==> config.mk <==
export PLATFORM = sky130hd
export DESIGN_NAME = rtc_alarm_core
export DESIGN_NICKNAME = d
export VERILOG_FILES = /design/src/rtl/rtc_alarm_pkg.sv /design/src/rtl/rtc_time_chain.sv /design/src/rtl/rtc_alarm_cmp.sv /design/src/rtl/rtc_irq_ctrl.sv /design/src/rtl/rtc_alarm_core.sv
export SDC_FILE = /design/constraint.sdc
export NUM_CORES = 1
export LEC_CHECK = 0
export BUFFER_PORTS_ARGS = -buffer_cell sky130_fd_sc_hd__buf_4
export CELL_PAD_IN_SITES_DETAIL_PLACEMENT = 0
export CELL_PAD_IN_SITES_GLOBAL_PLACEMENT = 1
export CORE_MARGIN = 1.5
export CORE_UTILIZATION = 50
export CTS_BUF_LIST = sky130_fd_sc_hd__clkbuf_4 sky130_fd_sc_hd__clkbuf_8
export DETAILED_ROUTE_END_ITERATION = 7
export GPL_TIMING_DRIVEN = 0
export HOLD_SLACK_MARGIN = 0.06
export PLACE_DENSITY = 0.89
export SLEW_MARGIN = 5
export SYNTH_ARGS = -nofsm -noshare
export SYNTH_HDL_FRONTEND = slang
export SYNTH_HIERARCHICAL = 1
export SYNTH_SLANG_ARGS = --single-unit
==> constraint.sdc <==
create_clock -name clk -period 7.4 [get_ports clk]
set_clock_uncertainty 0.05 [all_clocks]
set_input_delay 1.48 -clock clk [delete_from_list [all_inputs] [get_ports clk]]
set_output_delay 1.48 -clock clk [all_outputs]
set_load 0.02 [all_outputs]
==> src/rtl/rtc_alarm_pkg.sv <==
// Package rtc_alarm_pkg
// Holds the shared constants and types of the real-time clock core:
// the register word addresses, the status and enable bit positions,
// the field layout of the packed hour/minute word and the packed
// time-of-day type. Assumes word addressing on the register bus.
package rtc_alarm_pkg;

    // Register word addresses
    localparam int unsigned ADR_TIME_HM  = 0;
    localparam int unsigned ADR_TIME_SEC = 1;
    localparam int unsigned ADR_TIME_DAY = 2;
    localparam int unsigned ADR_ALM_HM   = 3;
    localparam int unsigned ADR_ALM_SEC  = 4;
    localparam int unsigned ADR_ALM_DAY  = 5;
    localparam int unsigned ADR_CTRL     = 6;
    localparam int unsigned ADR_STATUS   = 7;
    localparam int unsigned ADR_IRQ_EN   = 8;

    // Field widths and positions
    localparam int unsigned HR_W    = 5;
    localparam int unsigned MN_W    = 6;
    localparam int unsigned SC_W    = 6;
    localparam int unsigned HR_LSB  = 8;
    localparam int unsigned MN_LSB  = 0;
    localparam int unsigned RUN_BIT = 7;

    // Event sources: index 0 is the alarm, index 1 is the per-second update
    localparam int unsigned NUM_EVT = 2;
    localparam int unsigned EVT_ALARM = 0;
    localparam int unsigned EVT_UPD   = 1;
    localparam int unsigned BIT_ALARM = 2;
    localparam int unsigned BIT_UPD   = 4;

    // Wrap limits
    localparam int unsigned SC_LAST = 59;
    localparam int unsigned MN_LAST = 59;
    localparam int unsigned HR_LAST = 23;

    typedef struct packed {
        logic [HR_W-1:0] hr;
        logic [MN_W-1:0] mn;
        logic [SC_W-1:0] sc;
    } hms_t;

endpackage

==> src/rtl/rtc_time_chain.sv <==
// Module rtc_time_chain
// Holds the running seconds, minutes, hours and day counters and the
// carry chain between them. A strobe advances the chain by one second
// when run is high and no time field is being written that cycle.
// step_q pulses for one cycle after each applied step.
// Assumes: the strobe is at most one cycle wide; written values are in range.
module rtc_time_chain
    import rtc_alarm_pkg::*;
#(
    parameter int unsigned DAY_W = 9
) (
    input  logic             clk,
    input  logic             rst_n,
    input  logic             run,
    input  logic             strobe,
    input  logic             wr_hm,
    input  logic             wr_sc,
    input  logic             wr_day,
    input  logic [HR_W-1:0]  hr_in,
    input  logic [MN_W-1:0]  mn_in,
    input  logic [SC_W-1:0]  sc_in,
    input  logic [DAY_W-1:0] day_in,
    output hms_t             now_hms,
    output logic [DAY_W-1:0] now_day,
    output logic             step_q
);

    localparam logic [DAY_W-1:0] DAY_MAX = {DAY_W{1'b1}};

    hms_t             hms_q;
    logic [DAY_W-1:0] day_q;
    logic             any_wr;
    logic             adv;
    logic             sc_wrap, mn_wrap, hr_wrap;

    // Purpose: decide whether this cycle applies a one-second step
    always_comb begin
        any_wr  = wr_hm | wr_sc | wr_day;
        adv     = strobe & run & ~any_wr;
        sc_wrap = (hms_q.sc >= SC_W'(SC_LAST));
        mn_wrap = (hms_q.mn >= MN_W'(MN_LAST));
        hr_wrap = (hms_q.hr >= HR_W'(HR_LAST));
    end

    // Purpose: load written fields, otherwise ripple the step through the chain
    always_ff @(posedge clk) begin
        if (!rst_n) begin
            hms_q  <= '0;
            day_q  <= '0;
            step_q <= 1'b0;
        end else begin
            step_q <= adv;
            if (any_wr) begin
                if (wr_hm) begin
                    hms_q.hr <= hr_in;
                    hms_q.mn <= mn_in;
                end
                if (wr_sc) begin
                    hms_q.sc <= sc_in;
                end
                if (wr_day) begin
                    day_q <= day_in;
                end
            end else if (adv) begin
                if (!sc_wrap) begin
                    hms_q.sc <= hms_q.sc + 1'b1;
                end else begin
                    hms_q.sc <= '0;
                    if (!mn_wrap) begin
                        hms_q.mn <= hms_q.mn + 1'b1;
                    end else begin
                        hms_q.mn <= '0;
                        if (!hr_wrap) begin
                            hms_q.hr <= hms_q.hr + 1'b1;
                        end else begin
                            hms_q.hr <= '0;
                            day_q    <= day_q + 1'b1;
                        end
                    end
                end
            end
        end
    end

    assign now_hms = hms_q;
    assign now_day = day_q;

    // seconds roll from 59 to 0 on a step
    p_sec_wrap_r3: assert property (@(posedge clk) disable iff (!rst_n)
        (adv && hms_q.sc == SC_W'(SC_LAST)) |=> (hms_q.sc == '0));

    // the full roll-over at the top of the day count returns to zero
    p_day_wrap_r4: assert property (@(posedge clk) disable iff (!rst_n)
        (adv && day_q == DAY_MAX && hms_q.hr == HR_W'(HR_LAST)
         && hms_q.mn == MN_W'(MN_LAST) && hms_q.sc == SC_W'(SC_LAST))
        |=> (day_q == '0 && hms_q == '0));

    // with run low and no write, the time holds
    p_hold_stopped_r5: assert property (@(posedge clk) disable iff (!rst_n)
        (!run && !any_wr) |=> ($stable(hms_q) && $stable(day_q)));

    // a seconds write lands on that edge, even with a strobe present
    p_write_wins_r6: assert property (@(posedge clk) disable iff (!rst_n)
        wr_sc |=> (hms_q.sc == $past(sc_in) && !step_q));

endmodule

==> src/rtl/rtc_alarm_cmp.sv <==
// Module rtc_alarm_cmp
// Holds the alarm day and time-of-day registers and compares them with
// the running time. hit is high whenever all four fields are equal.
// Assumes the running time comes straight from the counter registers.
module rtc_alarm_cmp
    import rtc_alarm_pkg::*;
#(
    parameter int unsigned DAY_W = 9
) (
    input  logic             clk,
    input  logic             rst_n,
    input  logic             wr_hm,
    input  logic             wr_sc,
    input  logic             wr_day,
    input  logic [HR_W-1:0]  hr_in,
    input  logic [MN_W-1:0]  mn_in,
    input  logic [SC_W-1:0]  sc_in,
    input  logic [DAY_W-1:0] day_in,
    input  hms_t             now_hms,
    input  logic [DAY_W-1:0] now_day,
    output hms_t             alm_hms,
    output logic [DAY_W-1:0] alm_day,
    output logic             hit
);

    hms_t             alm_q;
    logic [DAY_W-1:0] aday_q;

    // Purpose: capture alarm fields from the bus
    always_ff @(posedge clk) begin
        if (!rst_n) begin
            alm_q  <= '0;
            aday_q <= '0;
        end else begin
            if (wr_hm) begin
                alm_q.hr <= hr_in;
                alm_q.mn <= mn_in;
            end
            if (wr_sc) begin
                alm_q.sc <= sc_in;
            end
            if (wr_day) begin
                aday_q <= day_in;
            end
        end
    end

    // Purpose: full-field equality between running time and alarm
    always_comb begin
        hit = (now_hms == alm_q) && (now_day == aday_q);
    end

    assign alm_hms = alm_q;
    assign alm_day = aday_q;

    // an alarm seconds write is held on the next cycle
    p_alm_load_r2: assert property (@(posedge clk) disable iff (!rst_n)
        wr_sc |=> (alm_q.sc == $past(sc_in)));

endmodule

==> src/rtl/rtc_irq_ctrl.sv <==
// Module rtc_irq_ctrl
// Latches the alarm and update events into sticky status flags that
// clear when a one is written to them, holds their enable mask and
// forms the interrupt request. Assumes the event inputs are one-cycle pulses.
module rtc_irq_ctrl
    import rtc_alarm_pkg::*;
(
    input  logic               clk,
    input  logic               rst_n,
    input  logic [NUM_EVT-1:0] evt,
    input  logic               wr_stat,
    input  logic [NUM_EVT-1:0] clr_mask,
    input  logic               wr_en,
    input  logic [NUM_EVT-1:0] en_in,
    output logic [NUM_EVT-1:0] stat,
    output logic [NUM_EVT-1:0] en,
    output logic               irq
);

    logic [NUM_EVT-1:0] stat_q;
    logic [NUM_EVT-1:0] en_q;

    genvar g;
    generate
        for (g = 0; g < NUM_EVT; g++) begin : g_src
            // Purpose: sticky flag per source, event beats a same-cycle clear
            always_ff @(posedge clk) begin
                if (!rst_n) begin
                    stat_q[g] <= 1'b0;
                end else if (evt[g]) begin
                    stat_q[g] <= 1'b1;
                end else if (wr_stat && clr_mask[g]) begin
                    stat_q[g] <= 1'b0;
                end
            end

            // a set flag holds unless a one is written to it
            p_sticky_r9: assert property (@(posedge clk) disable iff (!rst_n)
                (stat_q[g] && !(wr_stat && clr_mask[g])) |=> stat_q[g]);

            // an event always leaves its flag set
            p_event_sets_r9: assert property (@(posedge clk) disable iff (!rst_n)
                evt[g] |=> stat_q[g]);
        end
    endgenerate

    // Purpose: interrupt enable mask register
    always_ff @(posedge clk) begin
        if (!rst_n) begin
            en_q <= '0;
        end else if (wr_en) begin
            en_q <= en_in;
        end
    end

    assign stat = stat_q;
    assign en   = en_q;
    assign irq  = |(stat_q & en_q);

    // with everything masked, no interrupt is raised
    p_masked_quiet_r10: assert property (@(posedge clk) disable iff (!rst_n)
        (en_q == '0) |-> !irq);

endmodule

==> src/rtl/rtc_alarm_core.sv <==
// Module rtc_alarm_core
// Top of the real-time clock: decodes the word-wide register bus,
// holds the run bit, and connects the counter chain, the alarm compare
// and the interrupt logic. Read data is combinational on the address.
// Assumes one strobe per second and legal values in written time fields.
module rtc_alarm_core
    import rtc_alarm_pkg::*;
#(
    parameter int unsigned DATA_W = 16,
    parameter int unsigned ADDR_W = 4,
    parameter int unsigned DAY_W  = 9
) (
    input  logic              clk,
    input  logic              rst_n,
    input  logic              sec_strobe,
    input  logic [ADDR_W-1:0] bus_addr,
    input  logic              bus_we,
    input  logic [DATA_W-1:0] bus_wdata,
    output logic [DATA_W-1:0] bus_rdata,
    output logic              irq
);

    localparam int unsigned HR_MSB = HR_LSB + HR_W - 1;
    localparam int unsigned MN_MSB = MN_LSB + MN_W - 1;

    logic             run_q;
    logic             sel_thm, sel_tsc, sel_tday;
    logic             sel_ahm, sel_asc, sel_aday;
    logic             sel_ctrl, sel_stat, sel_en;
    logic [HR_W-1:0]  wr_hr;
    logic [MN_W-1:0]  wr_mn;
    logic [SC_W-1:0]  wr_sc;
    logic [DAY_W-1:0] wr_day;
    hms_t             now_hms, alm_hms;
    logic [DAY_W-1:0] now_day, alm_day;
    logic             step_q, hit;
    logic [NUM_EVT-1:0] evt, stat, en, clr_mask, en_in;
    logic             unused_wbits;

    // Purpose: address decode and write field extraction
    always_comb begin
        sel_thm  = bus_we && (bus_addr == ADDR_W'(ADR_TIME_HM));
        sel_tsc  = bus_we && (bus_addr == ADDR_W'(ADR_TIME_SEC));
        sel_tday = bus_we && (bus_addr == ADDR_W'(ADR_TIME_DAY));
        sel_ahm  = bus_we && (bus_addr == ADDR_W'(ADR_ALM_HM));
        sel_asc  = bus_we && (bus_addr == ADDR_W'(ADR_ALM_SEC));
        sel_aday = bus_we && (bus_addr == ADDR_W'(ADR_ALM_DAY));
        sel_ctrl = bus_we && (bus_addr == ADDR_W'(ADR_CTRL));
        sel_stat = bus_we && (bus_addr == ADDR_W'(ADR_STATUS));
        sel_en   = bus_we && (bus_addr == ADDR_W'(ADR_IRQ_EN));
        wr_hr    = bus_wdata[HR_MSB:HR_LSB];
        wr_mn    = bus_wdata[MN_MSB:MN_LSB];
        wr_sc    = bus_wdata[SC_W-1:0];
        wr_day   = bus_wdata[DAY_W-1:0];
        clr_mask = '0;
        en_in    = '0;
        clr_mask[EVT_ALARM] = bus_wdata[BIT_ALARM];
        clr_mask[EVT_UPD]   = bus_wdata[BIT_UPD];
        en_in[EVT_ALARM]    = bus_wdata[BIT_ALARM];
        en_in[EVT_UPD]      = bus_wdata[BIT_UPD];
    end

    assign unused_wbits = ^bus_wdata;

    // Purpose: run bit of the control register
    always_ff @(posedge clk) begin
        if (!rst_n) begin
            run_q <= 1'b0;
        end else if (sel_ctrl) begin
            run_q <= bus_wdata[RUN_BIT];
        end
    end

    rtc_time_chain #(.DAY_W(DAY_W)) u_chain (
        .clk     (clk),
        .rst_n   (rst_n),
        .run     (run_q),
        .strobe  (sec_strobe),
        .wr_hm   (sel_thm),
        .wr_sc   (sel_tsc),
        .wr_day  (sel_tday),
        .hr_in   (wr_hr),
        .mn_in   (wr_mn),
        .sc_in   (wr_sc),
        .day_in  (wr_day),
        .now_hms (now_hms),
        .now_day (now_day),
        .step_q  (step_q)
    );

    rtc_alarm_cmp #(.DAY_W(DAY_W)) u_alarm (
        .clk     (clk),
        .rst_n   (rst_n),
        .wr_hm   (sel_ahm),
        .wr_sc   (sel_asc),
        .wr_day  (sel_aday),
        .hr_in   (wr_hr),
        .mn_in   (wr_mn),
        .sc_in   (wr_sc),
        .day_in  (wr_day),
        .now_hms (now_hms),
        .now_day (now_day),
        .alm_hms (alm_hms),
        .alm_day (alm_day),
        .hit     (hit)
    );

    // Purpose: event pulses, alarm only on the cycle right after a step
    always_comb begin
        evt            = '0;
        evt[EVT_ALARM] = step_q & hit;
        evt[EVT_UPD]   = step_q;
    end

    rtc_irq_ctrl u_irq (
        .clk      (clk),
        .rst_n    (rst_n),
        .evt      (evt),
        .wr_stat  (sel_stat),
        .clr_mask (clr_mask),
        .wr_en    (sel_en),
        .en_in    (en_in),
        .stat     (stat),
        .en       (en),
        .irq      (irq)
    );

    // Purpose: combinational read multiplexer
    always_comb begin
        bus_rdata = '0;
        case (bus_addr)
            ADDR_W'(ADR_TIME_HM): begin
                bus_rdata[HR_MSB:HR_LSB] = now_hms.hr;
                bus_rdata[MN_MSB:MN_LSB] = now_hms.mn;
            end
            ADDR_W'(ADR_TIME_SEC): bus_rdata[SC_W-1:0]  = now_hms.sc;
            ADDR_W'(ADR_TIME_DAY): bus_rdata[DAY_W-1:0] = now_day;
            ADDR_W'(ADR_ALM_HM): begin
                bus_rdata[HR_MSB:HR_LSB] = alm_hms.hr;
                bus_rdata[MN_MSB:MN_LSB] = alm_hms.mn;
            end
            ADDR_W'(ADR_ALM_SEC): bus_rdata[SC_W-1:0]  = alm_hms.sc;
            ADDR_W'(ADR_ALM_DAY): bus_rdata[DAY_W-1:0] = alm_day;
            ADDR_W'(ADR_CTRL):    bus_rdata[RUN_BIT]   = run_q;
            ADDR_W'(ADR_STATUS): begin
                bus_rdata[BIT_ALARM] = stat[EVT_ALARM];
                bus_rdata[BIT_UPD]   = stat[EVT_UPD];
            end
            ADDR_W'(ADR_IRQ_EN): begin
                bus_rdata[BIT_ALARM] = en[EVT_ALARM];
                bus_rdata[BIT_UPD]   = en[EVT_UPD];
            end
            default: bus_rdata = '0;
        endcase
    end

    // the run bit follows a control write on the next cycle
    p_ctrl_readback_r5: assert property (@(posedge clk) disable iff (!rst_n)
        sel_ctrl |=> (run_q == $past(bus_wdata[RUN_BIT])));

    // a step into the alarm time raises the alarm flag
    p_alarm_on_step_r7: assert property (@(posedge clk) disable iff (!rst_n)
        (step_q && hit) |=> stat[EVT_ALARM]);

    // the alarm flag never rises without a step
    p_alarm_needs_step_r7: assert property (@(posedge clk) disable iff (!rst_n)
        $rose(stat[EVT_ALARM]) |-> $past(step_q));

    // every step raises the update flag
    p_update_on_step_r8: assert property (@(posedge clk) disable iff (!rst_n)
        step_q |=> stat[EVT_UPD]);

endmodule

==> Word-level counts from Yosys, hierarchy flattened <==
Cells that the tools add are included.
{ "word_totals": {"register_bits": 58, "word_cells": 92} }
{ "op_classes": {"mux": 28, "magnitude_cmp": 3, "eq_ne": 13, "addsub": 4, "reduce_logical": 24, "bitwise_logic": 7} }
{ "op_table": {"columns": ["cell", "count"], "rows": [
  ["$mux W9", 6],
  ["$mux W17", 2],
  ["$mux W11", 2],
  ["$mux W6", 3],
  ["$eq A17 B17 Y1", 1],
  ["$eq A4 B3 Y1 const B", 4],
  ["$pmux W1 S8", 2],
  ["$add A6 B1 Y6 const B", 2],
  ["$ge A6 B6 Y1 const B", 2],
  ["$logic_and A1 B1 Y1", 12],
  ["$pmux W1 S6", 2],
  ["$pmux W2 S6", 1],
  ["$reduce_bool A2 Y1", 6],
  ["$mux W5", 2],
  ["$add A9 B1 Y9 const B", 1],
  ["$eq A9 B9 Y1", 1],
  ["$eq A4 B2 Y1 const B", 2],
  ["$pmux W4 S2", 1],
  ["$ne A2 B1 Y1 const B", 3],
  ["$add A5 B1 Y5 const B", 1],
  ["$ge A5 B5 Y1 const B", 1],
  ["$reduce_and A5 Y1", 1],
  ["$eq A4 B1 Y1 const B", 1],
  ["$eq A4 B4 Y1 const B", 1],
  ["other kinds (13)", 19]
]} }

==> Logic depth before layout (Yosys ltp) <==
{ "depth": {"depth_word": 8, "ltp_mapped": 10, "ltp_nobuf": 7} }

==> By module <==
The synthesis kept the hierarchy.
{ "modules_own_cells": {"columns": ["mod", "area_each_um2", "cells_each", "seq_area_each_um2", "n_inst"], "rows": [
  ["rtc_time_chain", 1736.7, 225, 540.5, 1],
  ["rtc_alarm_cmp", 1252.5, 118, 520.5, 1],
  ["rtc_alarm_core", 743.2, 94, 20.0, 1],
  ["rtc_irq_ctrl", 151.4, 15, 80.1, 1]
]} }

==> Least setup slack after synthesis <==
OpenSTA, ideal clock, no wires.
{ "synth_timing": {"path_kind": "input to output", "from": "input port bus_addr[1]", "to": "output port bus_rdata[1]", "arrival_time_ns": 2.370, "stages": 5, "slack_ns": 3.500, "path_buffers": 2, "path_cell_list": "buf_4 -> buf_6 -> nor2_1 -> nand2_1 -> o211ai_1"} }
{ "synth_between": {"elab_chain_cells": 2, "word_cells_on_any_way": 7, "cone_classes": "eq/ne: 5; mux: 1; reduce/logical: 1"} }
{ "synth_rtl": {"columns": ["item", "line_no", "source"], "rows": [
  ["from (decl)", "rtc_alarm_core.sv:16", "input logic [ADDR_W-1:0] bus_addr,"],
  ["$eq A4 B3 Y1, or another cell as far along", "rtc_alarm_core.sv:131", "case (bus_addr)"],
  ["$pmux W2 S6 *", "rtc_alarm_core.sv:131", null],
  ["to (decl)", "rtc_alarm_core.sv:19", "output logic [DATA_W-1:0] bus_rdata,"]
]} }
Mark *: on every way between the ends. The rest lies on a longest branch, timed or not.

==> Final worst setup path <==
{ "layout_timing": {"from": "input port bus_addr[3]", "to": "output port bus_rdata[4]"} }
{ "layout_between": {"elab_chain_cells": 2, "word_cells_on_any_way": 9, "cone_classes": "eq/ne: 7; mux: 1; reduce/logical: 1"} }
{ "layout_rtl": {"columns": ["item", "line_no"], "rows": [
  ["$eq A4 B4 Y1, or another cell as far along", "rtc_alarm_core.sv:131"],
  ["$pmux W1 S8 *", "rtc_alarm_core.sv:131"]
]} }
Marks and branches as above.

==> results.py <==
metrics = {
    "clock_tree": {
        "clk_path_buf_depth": 2,
        "ctsHoldBuffers": 0,
        "cts_max_level": 3,
        "clk_latency_ps": 350,
        "clock_sinks": 58,
        "root_buffer": "clkbuf_8",
        "cts_resized": 0,
        "cts_tree": "done",
        "cts_buffers": 9,
        "postCtsSetupBuffers": 0,
        "cts.reportedPaths.clkPinSlew_ps": 70,
    },
    "sta": {
        "timing.final.crit_period_ps": 4220,
        "rsz0062_at_grt": "no",
        "fin_crit_sh_pct": 57.1,
        "hold_ws_ps": 429,
        "relSlewSlack_pct": 44.1,
        "max_freq_mhz": 237,
        "tightest_slew_ps": 832,
        "fin_setup_tns_ps": 0,
        "setup_viol": 0,
        "setup_slack_ps": 3180,
        "finalMaxSlewViolations": 0,
        "hold_viol": 0,
    },
    "route": {
        "first_pass_iters": 5,
        "vias": 3855,
        "route.detailed.drc": 0,
        "routedWlPerCell_um": 20.5,
        "drt-vias-per-instance": 6.39,
        "antenna_left": 0,
        "drt_iter0_drc": 345,
        "drt-total-wl_mm": 12.4,
    },
    "placement": {
        "gp_congestion": 0.927,
        "placed_cell_area_um2": 4270,
        "place_worst_setup_slack_ps": 3060,
        "dpl.hpwl_mm": 8.97,
        "port_buffers": 34,
    },
    "critical_path": {
        "crit_path_frequent_cell": "buf_4",
        "crit_chain": "buf_4 > buf_4 > nor2_1 > a32oi_1 > o211ai_1 > buf_4",
        "crit_type": "in -> out",
        "cp_slowest_cell": "nor2_1",
        "reg2reg_depth": 6,
        "crit_cells": 6,
        "path_delay_family": "buffers and inverters",
        "path_max_fanout": 10,
        "max_stage_delay_ps": 380,
        "start_kind": "primary input",
        "crit_buf_inv": 3,
        "required_ps": 5870,
        "setup.worst_path.end_class": "output port",
        "arrival_ps": 2690,
    },
    "hold_path": {
        "holdPathStages": 2,
        "hp-class": "reg -> reg",
    },
    "layout": {
        "layout_common_cells": "58 x dfxtp_1, 41 x buf_4, 31 x mux2i_1",
        "final_nets": 527,
        "area_delta_synth_final_pct": 14.6,
        "fillers": 681,
        "layout_commonest_cell": "dfxtp_1",
        "antenna_cells": 0,
        "drive_above_1_share_pct": 16.5,
        "final_area_um2": 4450,
    },
    "synth": {
        "synthFlopType": "dfxtp_1",
        "ys_async_sr_fraction_pct": 0,
        "ys.warnings.count": 6,
        "syn_area_per_cell_um2": 8.59,
        "syn_area_um2": 3880,
        "syn_inst": 452,
        "synth-seq-cells": 58,
        "synth_edf_count": 0,
        "ys_seq_area_share_pct": 29.9,
        "yosys.cell_types.count": 72,
    },
    "die": {
        "die_x_um": 91.1,
        "io_pins": 41,
        "die_h_um": 91.1,
        "die_area_um2": 8310,
        "placementRows": 31,
        "initial_core_util_pct": 52.7,
        "coreArea_um2": 7370,
    },
    "power_and_ir_drop": {
        "p_leak_nw": 1.64,
        "vdd_ir_drop_max_uv": 93.9,
        "powerDensity_nw_per_um2": 152,
    },
    "global_routing": {
        "grt_pass1_vias": 3674,
        "antenna_found_initial": 0,
        "grt_overflow_total": 0,
        "grt_pass1_wl_mm": 19.4,
        "grt_max_degree": 20,
        "track_usage_pct": 30.3,
    },
    "status": {
        "status": "completed",
    },
    "job": {
        "drv_cap": 0,
    },
}
where the power goes:
part	leakage, nW	internal, mW	switching (mW)
registers	0.468	0.316	0.00637
logic	1.09	0.0347	0.0504
clock network	0.0847	0.130	0.140
total	1.64	0.481	0.197
sequential cells by signal, indices dropped and copies added, names as in the netlist:
signal,count
run_q,1
u_alarm/alm_day,9
u_alarm/alm_hms,17
u_chain/now_day,9
u_chain/now_hms,17
u_chain/step_q,1
u_irq/en,2
u_irq/stat,2
cell usage after synthesis, types with 3 or more instances:
master / count / area share, %
nand3_1: 15 / 1.9
nand4_1: 4 / 0.64
mux2_2: 4 / 1.2
ha_1: 4 / 1.3
nor2b_1: 28 / 4.5
buf_2: 6 / 0.77
o41ai_1: 3 / 0.68
and2_1: 10 / 1.6
and3_1: 6 / 0.97
nor3_1: 12 / 1.5
o22ai_1: 6 / 0.97
a32oi_1: 9 / 2.0
a211oi_1: 8 / 1.5
buf_4: 7 / 1.4
and3b_1: 4 / 0.90
mux2i_1: 31 / 8.0
inv_1: 11 / 1.1
a311oi_1: 6 / 1.4
nand3b_1: 4 / 0.77
nand2_1: 23 / 2.2
buf_6: 4 / 1.2
o21a_1: 4 / 0.77
xnor2_1: 12 / 2.7
a2bb2oi_1: 3 / 0.68
dfxtp_1: 58 / 30
a22oi_1: 13 / 2.5
clkbuf_1: 13 / 1.3
o211ai_1: 5 / 0.97
nor2_1: 24 / 2.3
nor4_1: 10 / 1.6
xor2_1: 17 / 3.8
a21oi_1: 16 / 2.1
a21o_1: 3 / 0.58
o21ai_0: 16 / 2.1
a31oi_1: 5 / 0.81
through the flow:
step | cells | util [%] | total power [mW]
6_report | 603 | 60.4 | 0.678
5_1_grt | 603 | 60.4 | 0.700
4_1_cts | 603 | 60.4 | 0.678
3_5_place_dp | 587 | 57.9 | 0.412
3_3_place_gp | 587 | 57.9 | 0.411
2_1_floorplan | 454 | - | 0.378
kinds of logic (layout without fill, tap and decap cells):
kind of cell,after synthesis,after routing,share of synthesized area (%)
flip-flops,58,58,29.9
AO/OA/AOI/OAI,120,120,22.1
other,1,3,0.0966
AND/OR/NAND/NOR,159,159,23.9
multiplexers,39,39,10.5
buffers and inverters,42,92,5.70
XOR/XNOR,29,29,6.54
adder cells (fa/ha/maj),4,4,1.29
area by class of cell:
cell class / instances / area (um2) / area share [%]
Clock buffer: 10 / 138 / 3.09
Sequential cell: 58 / 1160 / 26.1
Buffer: 31 / 180 / 4.05
Clock inverter: 6 / 41.3 / 0.928
Multi-Input combinational cell: 354 / 2510 / 56.4
Inverter: 11 / 41.3 / 0.928
Timing Repair Buffer: 34 / 255 / 5.74
Tap cell: 99 / 124 / 2.78
path summary, 6_finish.rpt:
path	from	endpoint	slack, ps
setup / recovery	bus_addr[3]	bus_rdata[4]	3180
hold / removal	u_chain/step_q	u_irq/stat[1]	430
setup reg to reg	u_chain/now_hms[0]	u_chain/now_hms[15]	4720
hold reg to reg	u_chain/step_q	u_irq/stat[1]	430
tightest hold or removal path, delay by kind of cell, from the launching register on:
family	cells	cell delay, ps
flops	1	330
compound gates	1	60
buf+inv	1	50
metal layers:
layer	GRT usage (%)	routed length, um	share of wire [%]	up-vias
met3	4.94	850	6.9	25
met1	41.2	5540	45	1833
met2	48.0	5660	46	204
li1	-	-	-	1793
met5	0	0	0	-
met4	11.5	305	2.5	0
Power figures use the tool's default switching activity.
